==> src/rtl/ft_pkg.sv <==
package ft_pkg;

    typedef enum logic [1:0] {
        HC_RESET   = 2'b00,
        HC_RESUME  = 2'b01,
        HC_OPER    = 2'b10,
        HC_SUSPEND = 2'b11
    } hc_state_e;

    typedef enum logic [1:0] {
        SLOT_INTERVAL = 2'd0,
        SLOT_REMAIN   = 2'd1,
        SLOT_FNUM     = 2'd2,
        SLOT_LSTH     = 2'd3
    } reg_slot_e;

    localparam int REG_W   = 32;
    localparam int MPS_LSB = 16;
    localparam int TGL_BIT = 31;

endpackage

==> src/rtl/ft_regs.sv <==
module ft_regs
    import ft_pkg::*;
#(
    parameter int              FI_W    = 14,
    parameter int              MPS_W   = 15,
    parameter int              LST_W   = 12,
    parameter logic [FI_W-1:0] FI_RST  = 14'd11999,
    parameter logic [MPS_W-1:0] MPS_RST = 15'h2778,
    parameter logic [LST_W-1:0] LST_RST = 12'h628
) (
    input  logic             clk,
    input  logic             rst_n,
    input  logic             wr_en,
    input  logic [1:0]       wr_addr,
    input  logic [REG_W-1:0] wdata,
    output logic [FI_W-1:0]  cfg_fi,
    output logic [MPS_W-1:0] cfg_mps,
    output logic             cfg_tgl,
    output logic [LST_W-1:0] cfg_lst
);

    typedef struct packed {
        logic [FI_W-1:0]  fi;
        logic [MPS_W-1:0] mps;
        logic             tgl;
        logic [LST_W-1:0] lst;
    } cfg_t;

    cfg_t cfg_d, cfg_q;

    always_comb begin
        cfg_d = cfg_q;
        if (wr_en) begin
            case (wr_addr)
                SLOT_INTERVAL: begin
                    cfg_d.fi  = wdata[FI_W-1:0];
                    cfg_d.mps = wdata[MPS_LSB +: MPS_W];
                    cfg_d.tgl = wdata[TGL_BIT];
                end
                SLOT_LSTH: cfg_d.lst = wdata[LST_W-1:0];
                default: ;
            endcase
        end
    end

    always_ff @(posedge clk or negedge rst_n) begin
        if (!rst_n) begin
            cfg_q.fi  <= FI_RST;
            cfg_q.mps <= MPS_RST;
            cfg_q.tgl <= 1'b0;
            cfg_q.lst <= LST_RST;
        end else begin
            cfg_q <= cfg_d;
        end
    end

    assign cfg_fi  = cfg_q.fi;
    assign cfg_mps = cfg_q.mps;
    assign cfg_tgl = cfg_q.tgl;
    assign cfg_lst = cfg_q.lst;

endmodule

==> src/rtl/ft_bitcnt.sv <==
module ft_bitcnt #(
    parameter int FI_W = 14
) (
    input  logic            clk,
    input  logic            rst_n,
    input  logic            oper,
    input  logic            bit_tick,
    input  logic [FI_W-1:0] interval,
    output logic [FI_W-1:0] elapsed,
    output logic            running,
    output logic            frame_open,
    output logic            boundary
);

    typedef struct packed {
        logic            run;
        logic [FI_W-1:0] cnt;
    } cnt_t;

    cnt_t cnt_d, cnt_q;
    logic start;

    always_comb begin
        cnt_d    = cnt_q;
        start    = oper && !cnt_q.run;
        boundary = oper && cnt_q.run && bit_tick && (cnt_q.cnt >= interval);
        if (!oper) begin
            cnt_d.run = 1'b0;
            cnt_d.cnt = '0;
        end else if (start) begin
            cnt_d.run = 1'b1;
            cnt_d.cnt = '0;
        end else if (bit_tick) begin
            cnt_d.cnt = boundary ? '0 : cnt_q.cnt + 1'b1;
        end
    end

    always_ff @(posedge clk or negedge rst_n) begin
        if (!rst_n) begin
            cnt_q.run <= 1'b0;
            cnt_q.cnt <= '0;
        end else begin
            cnt_q <= cnt_d;
        end
    end

    assign elapsed    = cnt_q.cnt;
    assign running    = cnt_q.run;
    assign frame_open = start || boundary;

endmodule

==> src/rtl/ft_donedly.sv <==
module ft_donedly #(
    parameter int DLY_W = 3
) (
    input  logic             clk,
    input  logic             rst_n,
    input  logic             boundary,
    input  logic             td_done,
    input  logic [DLY_W-1:0] td_delay,
    input  logic             wb_pending,
    output logic             wb_fire
);

    localparam logic [DLY_W-1:0] DLY_IDLE = '1;

    typedef struct packed {
        logic [DLY_W-1:0] cnt;
    } dly_t;

    dly_t dly_d, dly_q;
    logic [DLY_W-1:0] after_bnd;

    always_comb begin
        after_bnd = dly_q.cnt;
        wb_fire   = 1'b0;
        if (boundary) begin
            if (dly_q.cnt == '0 && !wb_pending) begin
                wb_fire   = 1'b1;
                after_bnd = DLY_IDLE;
            end else if (dly_q.cnt != '0 && dly_q.cnt != DLY_IDLE) begin
                after_bnd = dly_q.cnt - 1'b1;
            end
        end
        dly_d.cnt = (td_done && td_delay < after_bnd) ? td_delay : after_bnd;
    end

    always_ff @(posedge clk or negedge rst_n) begin
        if (!rst_n) dly_q.cnt <= DLY_IDLE;
        else        dly_q     <= dly_d;
    end

endmodule

==> src/rtl/usb_frame_timer.sv <==
module usb_frame_timer
    import ft_pkg::*;
#(
    parameter int FI_W   = 14,
    parameter int MPS_W  = 15,
    parameter int LST_W  = 12,
    parameter int FN_W   = 16,
    parameter int DLY_W  = 3,
    parameter int SLOT_W = 5
) (
    input  logic              clk,
    input  logic              rst_n,
    input  logic              bit_tick,
    input  logic [1:0]        hc_state,
    input  logic              reg_wr,
    input  logic [1:0]        reg_addr,
    input  logic [31:0]       reg_wdata,
    output logic [31:0]       reg_rdata,
    input  logic              td_done,
    input  logic [DLY_W-1:0]  td_delay,
    input  logic              wb_pending,
    output logic              sof_evt,
    output logic              wb_evt,
    output logic              fno_evt,
    output logic [SLOT_W-1:0] list_slot
);

    localparam int FN_MSB = FN_W - 1;

    typedef struct packed {
        logic [FN_W-1:0] fn;
        logic            rem_tgl;
        logic            sof;
        logic            wb;
        logic            fno;
    } frm_t;

    frm_t frm_d, frm_q;

    logic [FI_W-1:0]  cfg_fi;
    logic [MPS_W-1:0] cfg_mps;
    logic             cfg_tgl;
    logic [LST_W-1:0] cfg_lst;
    logic [FI_W-1:0]  elapsed;
    logic             running;
    logic             frame_open;
    logic             boundary;
    logic             wb_fire;
    logic             oper;
    logic [FI_W-1:0]  rem_lo;
    logic [FN_W-1:0]  frame_num;

    assign oper = (hc_state == HC_OPER);

    ft_regs #(
        .FI_W (FI_W),
        .MPS_W(MPS_W),
        .LST_W(LST_W)
    ) u_regs (
        .clk    (clk),
        .rst_n  (rst_n),
        .wr_en  (reg_wr),
        .wr_addr(reg_addr),
        .wdata  (reg_wdata),
        .cfg_fi (cfg_fi),
        .cfg_mps(cfg_mps),
        .cfg_tgl(cfg_tgl),
        .cfg_lst(cfg_lst)
    );

    ft_bitcnt #(
        .FI_W(FI_W)
    ) u_bitcnt (
        .clk       (clk),
        .rst_n     (rst_n),
        .oper      (oper),
        .bit_tick  (bit_tick),
        .interval  (cfg_fi),
        .elapsed   (elapsed),
        .running   (running),
        .frame_open(frame_open),
        .boundary  (boundary)
    );

    ft_donedly #(
        .DLY_W(DLY_W)
    ) u_donedly (
        .clk       (clk),
        .rst_n     (rst_n),
        .boundary  (boundary),
        .td_done   (td_done),
        .td_delay  (td_delay),
        .wb_pending(wb_pending),
        .wb_fire   (wb_fire)
    );

    always_comb begin
        frm_d     = frm_q;
        frm_d.sof = frame_open;
        frm_d.wb  = wb_fire;
        frm_d.fno = 1'b0;
        if (boundary) begin
            frm_d.rem_tgl = cfg_tgl;
            frm_d.fn      = frm_q.fn + 1'b1;
            frm_d.fno     = frm_d.fn[FN_MSB] ^ frm_q.fn[FN_MSB];
        end
    end

    always_ff @(posedge clk or negedge rst_n) begin
        if (!rst_n) begin
            frm_q <= '0;
        end else begin
            frm_q <= frm_d;
        end
    end

    always_comb begin
        rem_lo = '0;
        if (oper && running && elapsed <= cfg_fi) rem_lo = cfg_fi - elapsed;
    end

    always_comb begin
        reg_rdata = '0;
        case (reg_addr)
            SLOT_INTERVAL: begin
                reg_rdata[FI_W-1:0]          = cfg_fi;
                reg_rdata[MPS_LSB +: MPS_W]  = cfg_mps;
                reg_rdata[TGL_BIT]           = cfg_tgl;
            end
            SLOT_REMAIN: begin
                reg_rdata[FI_W-1:0] = rem_lo;
                reg_rdata[TGL_BIT]  = frm_q.rem_tgl;
            end
            SLOT_FNUM: reg_rdata[FN_W-1:0]  = frm_q.fn;
            default:   reg_rdata[LST_W-1:0] = cfg_lst;
        endcase
    end

    assign frame_num = frm_q.fn;
    assign sof_evt   = frm_q.sof;
    assign wb_evt    = frm_q.wb;
    assign fno_evt   = frm_q.fno;
    assign list_slot = frm_q.fn[SLOT_W-1:0];

endmodule

==> config.mk <==
export PLATFORM = sky130hd
export DESIGN_NAME = usb_frame_timer
export DESIGN_NICKNAME = d
export VERILOG_FILES = /design/src/rtl/ft_pkg.sv /design/src/rtl/ft_regs.sv /design/src/rtl/ft_bitcnt.sv /design/src/rtl/ft_donedly.sv /design/src/rtl/usb_frame_timer.sv
export SDC_FILE = /design/constraint.sdc
export NUM_CORES = 1
export LEC_CHECK = 0
export ABC_CLOCK_PERIOD_IN_PS = 3800
export BUFFER_PORTS_ARGS = -buffer_cell sky130_fd_sc_hd__buf_4
export CORE_MARGIN = 1.5
export CORE_UTILIZATION = 56
export DETAILED_ROUTE_END_ITERATION = 8
export HOLD_SLACK_MARGIN = 0.12
export PLACE_DENSITY = 0.8
export RECOVER_POWER = 50
export SYNTH_ARGS = -nofsm -noshare
export SYNTH_HDL_FRONTEND = slang
export SYNTH_SLANG_ARGS = --single-unit
==> constraint.sdc <==
create_clock -name clk -period 3.8 [get_ports clk]
set_input_delay 0.95 -clock clk [delete_from_list [all_inputs] [get_ports clk]]
set_output_delay 0.95 -clock clk [all_outputs]
set_load 0.01 [all_outputs]
==> reports/results.ini <==
[outcome]
status = finished, violations left
violations = max-capacitance violations, max-slew violations, negative setup slack

[critical_path]
r2r_slack_ps = 210
crit_chain = inv_2 -> ha_4 -> fa_2 -> nor2b_2 -> o21bai_1 -> a31oi_1 -> o31ai_2 -> a21oi_2 -> buf_6 -> buf_8 -> nand2_4 -> and3_4 -> a21oi_2 -> buf_4
crit_path_frequent_cell = a21oi_2
critPathLaunchType = flop
cp.arrival_ps = 2970
cp-end-kind = primary output
worst_path_max_delay_cell = dfstp_2
crit_type = flop to primary output
cp_top_family = compound AO/OA/AOI/OAI gates
crit_fanout = 5
crit_path_max_incr_delay_ps = 550
path_buf_inv = 4
cp.required_ps = 2850

[power]
total_power_mw = 2.52
seqPwrFrac_pct = 43.7
sw_frac_of_total_pct = 34.2
combPwrFrac_pct = 32.2
power_frac_clock_pct = 24.1
p_per_area_nw_per_um2 = 437
p_switching_mw = 0.861
p_leak_nw = 2.58
vdd_drop_max_mv = 0.360
power.internal_mw = 1.66

[global_route]
grt.overflow.total = 0
track_usage_pct = 26.8
busiest_layer = met2
met2_usage_pct = 47.6
use_met1_pct = 31.7
antenna_found_initial = 0
grt_max_degree = 81
grt_first_pass_wirelength_microns = 18400
met3_usage_pct = 5.50
grt_pass1_vias = 3925

[yosys]
yosysTopAreaCellShare_pct = 29.0
async_flop_share_pct = 100
avgSynthCellArea_sq_um = 9.72
synth_edf_count = 0
synthesis.area_sq_um = 4670
synth_flop_cell = dfrtp_1
ys_seq_area_share_pct = 43.6
syn_nets = 547
netlist_instances = 480
synth_area_leaders = dfrtp_1, dfstp_2, mux2_2
ys_types = 50
ys_warn_count = 0
synth_area_leader_cell = dfrtp_1
synthTopCellsByCount = dfrtp_1, nand2_1, mux2_2
yosysMostFrequentCell = dfrtp_1
ys_seq_elements = 80

[sta]
relSlewSlack_pct = -32.7
post-route-period-util_pct = 103
fin_tns_setup_ps = -685
hold_ws_ps = 497
fin_ws_ps = -121
fin_crit_ps = 3920
setup_viol = 8
drv_slew = 81
worst_slew_pin_slew_ps = 1990
skew_ps = 9.18
fmaxAchievable_mhz = 255
rsz0062_at_grt = true
final-hold-violation-count = 0

[layout]
final_util_pct = 70.9
finalInstanceArea_sq_um = 5770
nets = 634
stdcell_count = 677
antenna_cells = 0
area_growth_pct = 23.5
drive_above_1_share_pct = 37.4

[floorplan]
die_y_microns = 94.3
row_count = 33
io_pins = 85
die_x_microns = 94.3
core_sq_um = 8130
die_area_sq_um = 8890
initial_core_util_pct = 57.4

[clock_tree]
cts-buffers-inserted = 9
cts.sinks = 80
clk_pin_slew_worst_paths_ps = 90
htree_levels = 3
worstSkewPairLatency_ps = 370
cts_tree = done
cts-root-buf = clkbuf_8
clk_path_buf_depth = 2

[route]
wl_microns = 11400
firstDrtPassIters = 4
drt-initial-drc-count = 180
wl_per_cell_microns = 16.8
route.vias.total = 3962
antenna_left = 0
drc = 0
viasPerCell = 5.85

[worst_hold_path]
hold_class = flop to flop

[place]
placed_cells = 653
io_buffers = 82
gp_congestion = 0.910
place_area_sq_um = 5370
place_ws_ps = 90.2
dp_hpwl_microns = 7910

[run]
maxCapViolCount = 1

-- registers in the layout, indices dropped and copies added (netlist names) --
signal	flops
fno_evt	1
frame_num	16
frm_q	1
sof_evt	1
u_bitcnt.elapsed	14
u_bitcnt.running	1
u_donedly.dly_q	3
u_regs.cfg_fi	14
u_regs.cfg_lst	12
u_regs.cfg_mps	15
u_regs.cfg_tgl	1
wb_evt	1
-- routing by layer --
metal	up-vias	routed length, microns
met5	-	0
met4	0	265
met3	28	514
met2	120	5910
met1	1970	4690
li1	1844	-
-- final timing paths --
kind / to / depth (start not counted) / start
max: reg_rdata[10] / 14 / u_regs.cfg_fi[0]$_DFFE_PN1P_
max reg2reg: u_donedly.dly_q[1]$_DFF_PN1_ / 14 / u_bitcnt.elapsed[11]$_DFFE_PN0P_
min: u_bitcnt.elapsed[13]$_DFFE_PN0P_ / 1 / u_bitcnt.elapsed[13]$_DFFE_PN0P_
min reg2reg: u_bitcnt.elapsed[13]$_DFFE_PN0P_ / 1 / u_bitcnt.elapsed[13]$_DFFE_PN0P_
max in group asynchronous: u_bitcnt.elapsed[1]$_DFFE_PN0P_ / 1 / rst_n
min in group asynchronous: frame_num[14]$_DFFE_PN0P_ / 1 / rst_n
-- cells in the final DEF (no fill, tap or decap), types with 7 or more instances in the layout --
master,count
o21ai_0,31
clkbuf_8,10
nand2_1,46
dfstp_2,26
inv_1,29
dfrtp_1,53
buf_4,86
nor2_1,25
ha_1,20
and2_1,17
xnor2_1,21
and3_1,8
a21oi_2,7
o22ai_1,13
nand3_1,15
mux2_2,40
clkbuf_1,8
a21oi_1,10
-- worst register-to-register path: stages, from the launching register on --
cell     delay, ps
dfrtp_1        440
inv_1           90
ha_1           350
a21oi_1        290
o21ai_1        200
or3_4          410
o21ai_2        240
and2_2         270
a21oi_1         80
a41o_1         220
ha_1           270
nor2_1          40
o21ai_0        260
nand2_1        160
mux2i_1        190
-- cells by family after synthesis --
kind of cell | Yosys count | synth area share (%)
simple gates | 152 | 16.5
compound gates | 101 | 13.2
flops | 80 | 43.6
buf+inv | 52 | 4.64
mux | 46 | 10.9
xor+xnor | 27 | 5.07
fa+ha+maj | 22 | 6.06
-- cell type report --
type | count | area, sq um
Clock buffer | 10 | 138
Timing Repair Buffer | 97 | 707
Sequential cell | 80 | 2040
Clock inverter | 6 | 51.3
Fill cell | 618 | 2370
Tap cell | 105 | 131
Multi-Input combinational cell | 348 | 2590
Inverter | 31 | 116
-- what timing repair did --
| action | in CTS | in global routing |
|---|---|---|
| hold buffers | 0 | 0 |
| setup buffers | 7 | 2 |
| pin swaps | 12 | 7 |
| resized for setup | 29 | 16 |
| endpoints found under the hold margin | 0 | 0 |
| endpoints found under the setup margin | 14 | 16 |
| gates cloned | 0 | 0 |
-- power groups by stage --
stage | logic (mW) | clock network, mW | registers, mW
after floorplan | 0.529 | 0 | 1.08
after global routing | 0.882 | 0.657 | 1.12
after global placement | 0.705 | 0 | 1.11
after CTS | 0.782 | 0.627 | 1.10
final | 0.810 | 0.608 | 1.10
after detailed placement | 0.741 | 0 | 1.12
Power figures use the tool's default switching activity.
